### src/rtl/gbx_pacer_pkg.sv
package gbx_pacer_pkg;

   localparam int          BLK_DATA_W = 64;
   localparam int          BLK_HDR_W  = 2;
   localparam int          BLK_BITS   = BLK_DATA_W + BLK_HDR_W;
   localparam logic [1:0]  HDR_CTRL   = 2'b10;
   localparam logic [63:0] IDLE_DATA  = 64'h0000_0000_0000_001E;

   typedef struct packed {
      logic [BLK_HDR_W-1:0]  hdr;
      logic [BLK_DATA_W-1:0] data;
   } blk_t;

   function automatic int mask_weight(input logic [63:0] m);
      int n;
      n = 0;
      for (int i = 0; i < 64; i++) n += int'(m[i]);
      return n;
   endfunction

endpackage

### src/rtl/gbx_seq_ctr.sv
module gbx_seq_ctr #(
   parameter int SEQ_LEN = 33,
   parameter int CNT_W   = 6
) (
   input  logic             clk,
   input  logic             rst_n,
   input  logic             step,
   input  logic             run,
   output logic [CNT_W-1:0] pos
);

   localparam logic [CNT_W-1:0] LAST = CNT_W'(SEQ_LEN - 1);

   logic [CNT_W-1:0] nxt;

   generate
      if ((1 << CNT_W) == SEQ_LEN) begin : g_wrap_free
         assign nxt = pos + 1'b1;
      end else begin : g_wrap_cmp
         assign nxt = (pos == LAST) ? '0 : pos + 1'b1;
      end
   endgenerate

   always_ff @(posedge clk or negedge rst_n) begin
      if (!rst_n)    pos <= '0;
      else if (step) pos <= run ? nxt : '0;
   end

endmodule

### src/rtl/gbx_stall_lookup.sv
module gbx_stall_lookup #(
   parameter int                 SEQ_MAX    = 64,
   parameter int                 CNT_W      = 6,
   parameter logic [SEQ_MAX-1:0] STALL_MASK = '0
) (
   input  logic [CNT_W-1:0] pos,
   input  logic             run,
   output logic             stall
);

   logic [SEQ_MAX-1:0] hit;

   generate
      for (genvar g = 0; g < SEQ_MAX; g++) begin : g_pos
         if (STALL_MASK[g]) begin : g_on
            assign hit[g] = (pos == CNT_W'(g));
         end else begin : g_off
            assign hit[g] = 1'b0;
         end
      end
   endgenerate

   assign stall = run & (|hit);

endmodule

### src/rtl/gbx_blk_register.sv
module gbx_blk_register
   import gbx_pacer_pkg::*;
(
   input  logic                  clk,
   input  logic                  rst_n,
   input  logic                  step,
   input  logic                  stall,
   input  logic                  first,
   input  blk_t                  blk_in,
   output logic [BLK_DATA_W-1:0] data_o,
   output logic [BLK_HDR_W-1:0]  hdr_o,
   output logic                  data_vld_o,
   output logic                  hdr_vld_o,
   output logic                  start_o
);

   always_ff @(posedge clk or negedge rst_n) begin
      if (!rst_n) begin
         data_o     <= '0;
         hdr_o      <= '0;
         data_vld_o <= 1'b0;
         hdr_vld_o  <= 1'b0;
         start_o    <= 1'b0;
      end else if (step) begin
         start_o    <= first;
         data_vld_o <= ~stall;
         hdr_vld_o  <= ~stall;
         data_o     <= stall ? '0 : blk_in.data;
         hdr_o      <= stall ? '0 : blk_in.hdr;
      end
   end

endmodule

### src/rtl/gbx_tx_pacer.sv
module gbx_tx_pacer
   import gbx_pacer_pkg::*;
#(
   parameter int                 SEQ_MAX    = 64,
   parameter int                 SEQ_LEN    = 33,
   parameter logic [SEQ_MAX-1:0] STALL_MASK = SEQ_MAX'(64'h20),
   parameter int                 GBX_IN_W   = 64
) (
   input  logic        clk,
   input  logic        rst_n,
   input  logic        clk_en,
   input  logic        gbx_en,
   input  logic [63:0] up_data,
   input  logic [1:0]  up_hdr,
   input  logic        up_valid,
   output logic        up_ready,
   output logic [63:0] out_data,
   output logic        out_data_valid,
   output logic [1:0]  out_hdr,
   output logic        out_hdr_valid,
   output logic        out_start
);

   localparam int CNT_W     = (SEQ_MAX > 1) ? $clog2(SEQ_MAX) : 1;
   localparam int STALL_CNT = mask_weight(64'(STALL_MASK));

   generate
      if (SEQ_MAX < 1 || SEQ_MAX > 64) begin : g_bad_max
         $error("SEQ_MAX must be within 1..64");
      end
      if (SEQ_LEN < 1 || SEQ_LEN > SEQ_MAX) begin : g_bad_len
         $error("SEQ_LEN must be within 1..SEQ_MAX");
      end
      if ((64'(STALL_MASK) >> SEQ_LEN) != 64'd0) begin : g_bad_mask
         $error("STALL_MASK has a bit at or above SEQ_LEN");
      end
      if (STALL_CNT >= SEQ_LEN) begin : g_bad_cnt
         $error("pattern needs at least one passing position");
      end
      if (GBX_IN_W * SEQ_LEN != BLK_BITS * (SEQ_LEN - STALL_CNT)) begin : g_bad_ratio
         $error("gearbox rate equation does not balance");
      end
   endgenerate

   logic [CNT_W-1:0] seq_pos;
   logic             slot_stall;
   blk_t             in_blk;

   gbx_seq_ctr #(
      .SEQ_LEN (SEQ_LEN),
      .CNT_W   (CNT_W)
   ) u_ctr (
      .clk   (clk),
      .rst_n (rst_n),
      .step  (clk_en),
      .run   (gbx_en),
      .pos   (seq_pos)
   );

   gbx_stall_lookup #(
      .SEQ_MAX    (SEQ_MAX),
      .CNT_W      (CNT_W),
      .STALL_MASK (STALL_MASK)
   ) u_lut (
      .pos   (seq_pos),
      .run   (gbx_en),
      .stall (slot_stall)
   );

   assign up_ready = clk_en & ~slot_stall;

   always_comb begin
      if (up_valid) begin
         in_blk.hdr  = up_hdr;
         in_blk.data = up_data;
      end else begin
         in_blk.hdr  = HDR_CTRL;
         in_blk.data = IDLE_DATA;
      end
   end

   gbx_blk_register u_reg (
      .clk        (clk),
      .rst_n      (rst_n),
      .step       (clk_en),
      .stall      (slot_stall),
      .first      (gbx_en && (seq_pos == '0)),
      .blk_in     (in_blk),
      .data_o     (out_data),
      .hdr_o      (out_hdr),
      .data_vld_o (out_data_valid),
      .hdr_vld_o  (out_hdr_valid),
      .start_o    (out_start)
   );

endmodule

### config.mk
export PLATFORM = sky130hd
export DESIGN_NAME = gbx_tx_pacer
export DESIGN_NICKNAME = d
export VERILOG_FILES = /design/src/rtl/gbx_pacer_pkg.sv /design/src/rtl/gbx_seq_ctr.sv /design/src/rtl/gbx_stall_lookup.sv /design/src/rtl/gbx_blk_register.sv /design/src/rtl/gbx_tx_pacer.sv
export SDC_FILE = /design/constraint.sdc
export NUM_CORES = 1
export LEC_CHECK = 0
export ABC_CLOCK_PERIOD_IN_PS = 3500
export BUFFER_PORTS_ARGS = -buffer_cell sky130_fd_sc_hd__buf_4
export CORE_AREA = 2 2 85 87
export DETAILED_ROUTE_END_ITERATION = 16
export DIE_AREA = 0 0 87 89
export PLACE_DENSITY = 0.91
export SLEW_MARGIN = 20
export SYNTH_ARGS = -nofsm -noshare
export SYNTH_HDL_FRONTEND = slang
export SYNTH_SLANG_ARGS = --single-unit
### constraint.sdc
create_clock -name clk -period 3.5 [get_ports clk]
set_input_delay 0.35 -clock clk [delete_from_list [all_inputs] [get_ports clk]]
set_output_delay 0.35 -clock clk [all_outputs]
set_load 0.005 [all_outputs]
==> results.cfg, run 1 <==
[clock_network]
cts_tree = done
clk_pin_slew_ns = 0.09
clk_latency_ns = 0.33
ctsResizeCount = 0
postCtsSetupRepairBufs = 0
cts_root_buf = clkbuf_8
ctsHoldBuffers = 0
cts-htree-levels = 3
clkSinkCount = 74
cts_made_buffers = 9
cts.path.max_buffers = 2

[timing]
finalHoldViolCount = 0
fin_crit_ns = 2.175
fin_skew_ns = 0.01415
slew-limit-headroom = 0.3876
setup_violations = 0
slew_viol_final = 0
fmax_ghz = 0.4598
setup_tns_ns = 0
rsz0062_at_grt = false
tightest_slew_ns = 0.9186
finalCritPeriodShare = 0.6214

[layout]
n_antenna_cell = 0
drive_gt1_frac = 0.4425
multiInputGateArea_um2 = 1207
fin_nets = 478
final-seq-area_um2 = 1852
n_fill_cell = 510
fin_area_um2 = 4449
syn_to_final_growth_pct = 35.21

[yosys]
synthCells = 277
ys_warn_count = 0
ys_ff_latch = 74
yosysMostFrequentCell = dfrtp_1
synthTopCellsByArea = dfrtp_1 56%, o2bb2ai_1 13%, nand2_1 7.1%, o2bb2ai_2 5.5%, buf_8 2.3%
ys_dominant_reg_cell = dfrtp_1
yosysTopAreaCell = dfrtp_1
ys_seq_area_frac = 0.5627
synthArstFlopShare = 1.000
syn_area_um2 = 3291
synth-edff-count = 0
synth.top_cell.area_share = 0.5627
synth_fp_nets = 351
synthDistinctLibCells = 33
synth_common_cells = 74 x dfrtp_1, 62 x nand2_1, 50 x o2bb2ai_1
avgSynthCellArea_um2 = 11.88

[global_routing]
antenna_found_initial = 0
grt.busiest_layer = met2
gr-usage-met1 = 0.2652
grt_pass1_wl_mm = 12.82
grt.total_usage = 0.2093
gr-usage-met3 = 0.05355
grt_max_degree = 83
grt_pass1_vias = 2743
grt_overflow = 0
use_met2 = 0.3511

[die]
chipWidth_um = 87
die_area_um2 = 7743
start_util = 0.4898
num_rows = 30
core-area_um2 = 6719
pin_count = 141
chipHeight_um = 89

[setup_path]
cp.required_ns = 3.70
worstPathMaxFanout = 33
crit_type = flop to flop
cp-end-kind = flop
crit_arrival_ns = 2.38
critPathLaunchType = flop

[routing]
ant_nets = 0
drcViolationCount = 0
wl_mm = 7.941
vias_per_cell = 5.456
drt_iter0_markers = 115
dr.pass1.iters = 4
via_count = 2668
wl_per_cell_um = 16.24

[pwr]
p_per_area_nw_per_um2 = 454.3
p_leak_nw = 2.146
vdd_drop_max_mv = 0.2086

[placed_design]
io_buffers = 140
dp_hpwl_mm = 5.436
placed_area_um2 = 4255
gp_congestion = 0.9264

[run_status]
status = finished, final reports clean

[job]
maxCapViolations = 0

[worst_hold_path]
holdCritPathClass = input port to asynchronous set/reset pin
==> worst max-delay path, cell delays in order (launching register included) <==
cell	delay, ns
dfrtp_1	0.46
nor4b_4	0.34
a31o_2	0.62
buf_4	0.46
o2bb2ai_1	0.14
==> kinds of logic after synthesis <==
logic type               synth area share
buffers and inverters             0.07034
AND/OR/NAND/NOR                    0.1220
AO/OA/AOI/OAI                      0.2335
adder cells (fa/ha/maj)           0.01141
flip-flops                         0.5627
==> placed cells by master, fill, tap and decap left out, drive strengths merged <==
master,n
a21o,1
a21oi,1
a22o,1
a31o,6
a31oi,1
and4bb,1
buf,142
bufinv,1
clkbuf,10
clkinv,4
dfrtp,74
ha,3
inv,9
nand2,62
nand2b,5
nand3,7
nand3b,2
nand4,1
nor2b,5
nor4b,1
o2111ai,1
o211ai,1
o21ai,3
o221ai,1
o22ai,2
o2bb2ai,62
o32a,1
or4b,1
==> stage by stage <==
step	worst slack (ns)	util	power (mW)	hold slack [ns]	instances
2_1_floorplan	2.027	-	1.194	0.05441	277
3_3_place_gp	1.393	0.6333	1.378	0.4707	473
3_5_place_dp	1.336	0.6333	1.396	0.4750	473
4_1_cts	1.326	0.6622	2.038	0.1752	489
5_1_grt	1.195	0.6622	2.126	0.2196	489
6_report	1.325	0.6622	2.021	0.1415	489
==> registers in the layout (all words and copies together), names as in the netlist <==
name,count
u_reg.hdr_vld_o,1
u_reg.data_o,64
u_ctr.pos,6
u_reg.hdr_o,2
u_reg.start_o,1
==> final timing paths <==
| path | endpoint | cells past startpoint | start | slack (ns) |
|---|---|---|---|---|
| setup reg to reg | u_reg.data_o[57] | 4 | u_ctr.pos[5] | 1.33 |
| hold / removal | u_ctr.pos[3] | 1 | rst_n | 0.14 |
| setup / recovery | u_reg.data_o[57] | 4 | u_ctr.pos[5] | 1.33 |
| max in group asynchronous | u_reg.data_o[31] | 1 | rst_n | 2.75 |
| hold reg to reg | u_reg.data_o[36] | 1 | u_reg.data_o[36] | 0.50 |
| min in group clk | u_reg.data_o[41] | 3 | up_data[41] | 0.25 |
==> layout make-up <==
class | instances | share of cell area
flip-flops and latches | 74 | 0.4162
repair buffers | 142 | 0.2396
clock buffers | 10 | 0.02868
multi-input cells | 169 | 0.2714
inverters | 8 | 0.006749
well taps | 80 | 0.02250
clock inverters | 6 | 0.01490
==> routing by layer <==
metal,wire (um),part of all wire
met5,0,0
met4,80,0.010
met3,610,0.077
met2,3978,0.50
met1,3271,0.41
==> report_power, final <==
part	leakage [nW]	switching [mW]	internal, mW	total [mW]
registers	0.957	0.0671	0.932	0.999
logic	1.09	0.164	0.214	0.377
clock network	0.101	0.312	0.332	0.644
total	2.15	0.543	1.48	2.02
Note: power is estimated with default switching activity, not from simulation.
==> inputs of run 2 (changes only) <==
--- a/config.mk
+++ b/config.mk
@@ -5,12 +5,12 @@
 export SDC_FILE = /design/constraint.sdc
 export NUM_CORES = 1
 export LEC_CHECK = 0
-export ABC_CLOCK_PERIOD_IN_PS = 3500
+export ABC_CLOCK_PERIOD_IN_PS = 1900
 export BUFFER_PORTS_ARGS = -buffer_cell sky130_fd_sc_hd__buf_4
-export CORE_AREA = 2 2 85 87
+export CORE_AREA = 2 2 91 93
 export DETAILED_ROUTE_END_ITERATION = 16
-export DIE_AREA = 0 0 87 89
-export PLACE_DENSITY = 0.91
+export DIE_AREA = 0 0 93 95
+export PLACE_DENSITY = 0.85
 export SLEW_MARGIN = 20
 export SYNTH_ARGS = -nofsm -noshare
 export SYNTH_HDL_FRONTEND = slang
==> constraint.sdc (replaced) <==
create_clock -name clk -period 1.9 [get_ports clk]
set_input_delay 0.19 -clock clk [delete_from_list [all_inputs] [get_ports clk]]
set_output_delay 0.19 -clock clk [all_outputs]
set_load 0.005 [all_outputs]
==> results.cfg, run 2 (synthesis gave the netlist of run 1 again) <==
[run_status]
status = finished, final reports clean

[setup_path]
crit_type = flop to output port
critPathLaunchType = flop
cp-end-kind = output port
worstPathMaxFanout = 4
cp.required_ns = 1.71
crit_arrival_ns = 1.44

[timing]
finalHoldViolCount = 0
slew-limit-headroom = 0.6910
slew_viol_final = 0
finalWorstSetupSlack_ns = 0.2665
fin_crit_ns = 1.633
setup_violations = 0
tightest_slew_ns = 0.4636
fin_skew_ns = 0.009739
setup_tns_ns = 0
finalCritPeriodShare = 0.8597
fmax_ghz = 0.6122
rsz0062_at_grt = false

[die]
chipHeight_um = 95
pin_count = 141
start_util = 0.4151
core-area_um2 = 7928
chipWidth_um = 93
die_area_um2 = 8835
num_rows = 33

[layout]
top_regs = u_reg.data_o: 64 flops, u_ctr.pos: 6 flops, u_reg.hdr_o: 2 flops
syn_to_final_growth_pct = 39.24
final_common_cell = buf_4
fin_nets = 483
top_register = u_reg.data_o
largest_reg_flops = 64
n_antenna_cell = 0
final_cell_mix = 143 x buf_4, 74 x dfrtp_1, 62 x nand2_1
drive_gt1_frac = 0.4493

[routing]
dr.max_layer_used = met4
ant_nets = 0
drcViolationCount = 0
dr.pass1.iters = 4
wl_met1_mm = 3.267
vias_per_cell = 5.143
wl_mm = 7.888
via_count = 2669
dr_wl_met3_um = 492
drt_iter0_markers = 79
wl_per_cell_um = 15.20
dr_wl_met2_mm = 4.054

[placed_design]
gp_congestion = 0.8321
dp_hpwl_mm = 5.556
place_ws_ns = 0.3001
io_buffers = 140

[global_routing]
grt_max_degree = 57
antenna_found_initial = 0
grt_pass1_wl_mm = 12.70
grt_overflow = 0
grt.total_usage = 0.1823
grt_pass1_vias = 2739

[pwr]
sw_frac_of_total = 0.2601
p_int_mw = 2.864
p_per_area_nw_per_um2 = 844.9
pwr-share-seq = 0.476
vdd_drop_max_mv = 0.3813
p_leak_nw = 2.188
pwr-share-comb = 0.184
p_total_mw = 3.871
p_clk_frac = 0.340
netSwitchingPower_mw = 1.007

[clock_network]
clk_latency_ns = 0.34
cts_tree = done
cts-htree-levels = 3
cts_root_buf = clkbuf_8
cts.path.max_buffers = 2
clk_pin_slew_ns = 0.08
ctsResizeCount = 0
cts_made_buffers = 9
clkSinkCount = 74

[worst_hold_path]
holdCritPathClass = input port to flop

[job]
maxCapViolations = 0
## run 2: final timing paths
path | startpoint | to | slack, ns | cells after the start
max | u_ctr.pos[5] | up_ready | 0.27 | 3
min in group asynchronous | rst_n | u_reg.data_o[26] | 0.34 | 2
max reg2reg | u_ctr.pos[0] | u_ctr.pos[0] | 0.28 | 5
min reg2reg | u_reg.data_o[28] | u_reg.data_o[28] | 0.49 | 1
min | up_data[12] | u_reg.data_o[12] | 0.09 | 3
max in group asynchronous | rst_n | u_reg.data_o[41] | 1.00 | 3
## run 2: worst max-delay path, stage by stage, from the launching register on
cell and delay (ns):
dfrtp_1 0.44, nor4b_4 0.35, a31oi_1 0.15, buf_4 0.17
## run 2: layer usage
layer  track usage  vias up
met5             0        -
met4       0.06618        0
met3       0.04709        6
met2        0.3140       86
met1        0.2217     1328
li1              -     1249
## run 2: final cells by class
cell class,instances,area [um2]
clock buffers,9,123.9
clock inverters,7,93.84
repair buffers,147,1144
multi-input cells,169,1207
flip-flops and latches,74,1852
well taps,105,131.4
fillers,701,3346
inverters,8,30.03
## run 2: power groups by stage
stage | clock (mW) | sequential, mW | combinational [mW]
floorplan | 0 | 1.85 | 0.353
global placement | 0 | 1.86 | 0.702
detailed placement | 0 | 1.86 | 0.726
CTS | 1.36 | 1.84 | 0.726
global route | 1.44 | 1.86 | 0.788
finish | 1.32 | 1.84 | 0.712
## run 2: metrics by stage
| stage | area, um2 | util | hold WS, ns | std cells |
|---|---|---|---|---|
| after detailed placement | 4354 | 0.5492 | 0.1784 | 502 |
| after global routing | 4582 | 0.5780 | 0.06173 | 519 |
| after floorplan | 3291 | - | -0.1056 | 277 |
| after CTS | 4582 | 0.5780 | 0.06699 | 519 |
| final | 4582 | 0.5780 | 0.08514 | 519 |
| after global placement | 4354 | 0.5492 | 0.1746 | 502 |
## run 2: timing repair
item	in CTS	in global routing
hold buffers	1	0
setup buffers	0	0
endpoints found under the setup margin	0	0
endpoints found under the hold margin	35	0
==> inputs of run 3 (changes only) <==
--- a/config.mk
+++ b/config.mk
@@ -5,11 +5,12 @@
 export SDC_FILE = /design/constraint.sdc
 export NUM_CORES = 1
 export LEC_CHECK = 0
+export ABC_AREA = 1
 export ABC_CLOCK_PERIOD_IN_PS = 1900
 export BUFFER_PORTS_ARGS = -buffer_cell sky130_fd_sc_hd__buf_4
-export CORE_AREA = 2 2 91 93
+export CORE_AREA = 2 2 94 96
 export DETAILED_ROUTE_END_ITERATION = 16
-export DIE_AREA = 0 0 93 95
+export DIE_AREA = 0 0 96 98
 export PLACE_DENSITY = 0.85
 export SLEW_MARGIN = 20
 export SYNTH_ARGS = -nofsm -noshare
==> results.cfg, run 3 <==
[timing]
slew_viol_final = 0
setup_tns_ns = 0
fin_crit_ns = 1.795
finalCritPeriodShare = 0.9449
fin_skew_ns = 0.007035
slew-limit-headroom = 0.5812
finalHoldViolCount = 0
rsz0062_at_grt = false
setup_violations = 0
tightest_slew_ns = 0.6282
fmax_ghz = 0.5570
whs_ns = 0.1511
finalWorstSetupSlack_ns = 0.1046

[placed_design]
dp_hpwl_mm = 5.995
place_ws_ns = 0.3719
io_buffers = 140
dp_cells = 707
gp_congestion = 0.7398
placed_area_um2 = 4740

[layout]
drive_gt1_frac = 0.2811
n_antenna_cell = 0
final_common_cell = nand2_1
n_fill_cell = 752
top_regs = u_reg.data_o: 64 flops, u_ctr.pos: 6 flops, u_reg.hdr_o: 2 flops
fin_nets = 688
largest_reg_flops = 64
fin_area_um2 = 5042
stdcell_count = 727
syn_to_final_growth_pct = 39.06
final_cell_mix = 216 x nand2_1, 142 x buf_4, 74 x dfrtp_1
fin_util = 0.5956
top_register = u_reg.data_o

[die]
start_util = 0.4283
chipWidth_um = 96
chipHeight_um = 98
pin_count = 141
die_area_um2 = 9408
core-area_um2 = 8466
num_rows = 34

[pwr]
vdd_drop_max_mv = 0.3196
p_per_area_nw_per_um2 = 785.7
p_leak_nw = 3.193
p_total_mw = 3.962

[setup_path]
crit_arrival_ns = 1.61
r2r-start = u_ctr.pos[1]
cp-end-kind = output port
r2r-end = u_reg.data_o[57]
cp_slowest_cell = dfrtp_1
cp-startpoint = u_ctr.pos[1]
worstPathMaxFanout = 17
r2r_cells = 7
crit_top_cell = inv_1
cp.required_ns = 1.71
critPathLaunchType = flop
crit_type = flop to output port
reg2reg_slack_ns = 0.33
cp_top_family = buffers and inverters
path_cells = inv_1, ha_1, nand4_1, buf_12, nand2_1, inv_1, buf_4
max_stage_delay_ns = 0.40
worst-path-buf-inv = 4

[clock_network]
clkSinkCount = 74
cts_tree = done
cts_made_buffers = 9
clk_latency_ns = 0.33
ctsResizeCount = 0
clk_pin_slew_ns = 0.08
cts_root_buf = clkbuf_8
cts-htree-levels = 3
cts.path.max_buffers = 2

[job]
maxCapViolations = 0

[yosys]
synth.top_cell.area_share = 0.5107
synth-edff-count = 0
synthArstFlopShare = 1.000
yosysMostFrequentCell = nand2_1
synth_common_cells = 216 x nand2_1, 74 x dfrtp_1, 73 x inv_1
yosysTopAreaCell = dfrtp_1
synthCells = 484
synth_fp_nets = 558
ys_warn_count = 0
syn_area_um2 = 3626
synthTopCellsByArea = dfrtp_1 51%, nand2_1 22%, nand3_1 8.1%, inv_1 7.6%, nand3_2 2.8%
synthDistinctLibCells = 19
ys_dominant_reg_cell = dfrtp_1
ys_seq_area_frac = 0.5107
ys_ff_latch = 74
avgSynthCellArea_um2 = 7.492

[worst_hold_path]
holdCritPathClass = input port to flop
hold_depth = 5
min_from = up_data[3]
holdPathEnd = u_reg.data_o[3]

[routing]
drcViolationCount = 0
wl_per_cell_um = 12.50
ant_nets = 0
wl_mm = 9.084
dr.pass1.iters = 4
vias_per_cell = 4.695
via_count = 3413
drt_iter0_markers = 104

[run_status]
status = finished, final reports clean

[global_routing]
grt_pass1_vias = 3296
grt_pass1_wl_mm = 14.79
antenna_found_initial = 0
grt_max_degree = 67
grt_overflow = 0
grt.total_usage = 0.1982
## run 3: cell count changes after synthesis, sizes merged, moves of 8 or more
cell and delta:
nand2 +154, nand3 +62, buf +8, nor2 +8, o2bb2ai -62, inv +67
## run 3: kinds of logic (layout without fill, tap and decap cells)
logic type,Yosys count,count (layout),share of synthesized area
adder cells (fa/ha/maj),3,3,0.01035
AO/OA/AOI/OAI,4,4,0.006211
buffers and inverters,105,240,0.1218
XOR/XNOR,2,2,0.004832
flip-flops,74,74,0.5107
AND/OR/NAND/NOR,296,296,0.3461
## run 3: timing repair
item / CTS / global route
hold buffers: 1 / 0
hold endpoints to repair: 38 / 0
endpoints found under the setup margin: 1 / 0
setup buffers: 1 / 0
## run 3: worst register-to-register path, delay by kind of cell (launching register included)
family	cells	cell delay (ns)
buffers and inverters	3	0.60
DFF	1	0.40
and+or+nand+nor	3	0.31
adders and majority gates	1	0.15
## run 3: metal layers
layer / vias to the layer above / part of all wire / global-route usage
met5: - / 0 / 0
met4: 0 / 0.013 / 0.06374
met3: 12 / 0.056 / 0.03318
met2: 113 / 0.48 / 0.3285
met1: 1590 / 0.45 / 0.2628
li1: 1698 / - / -
## run 3: report_power, final
part | internal (mW) | switching, mW
Combinational | 0.417 | 0.380
Clock | 0.777 | 0.556
Sequential | 1.72 | 0.109
Total | 2.92 | 1.04
## run 3: worst max-delay path by stage
stage               slack (ns)                to  depth (start not counted)
CTS                        0.1          up_ready                          7
global route              0.02          up_ready                          7
global placement          0.41          up_ready                          6
finish                    0.10          up_ready                          7
detailed placement        0.37          up_ready                          6
floorplan                 0.64  u_reg.data_o[20]                          7
## run 3: area by class of cell
cell class / count / area [um2] / area share
timing repair buffer: 149 / 1221 / 0.2422
inverter: 75 / 281.5 / 0.05583
clock buffer: 12 / 145.1 / 0.02878
clock inverter: 4 / 75.07 / 0.01489
tap: 108 / 135.1 / 0.02680
sequential: 74 / 1852 / 0.3672
multi-input combinational: 305 / 1333 / 0.2643
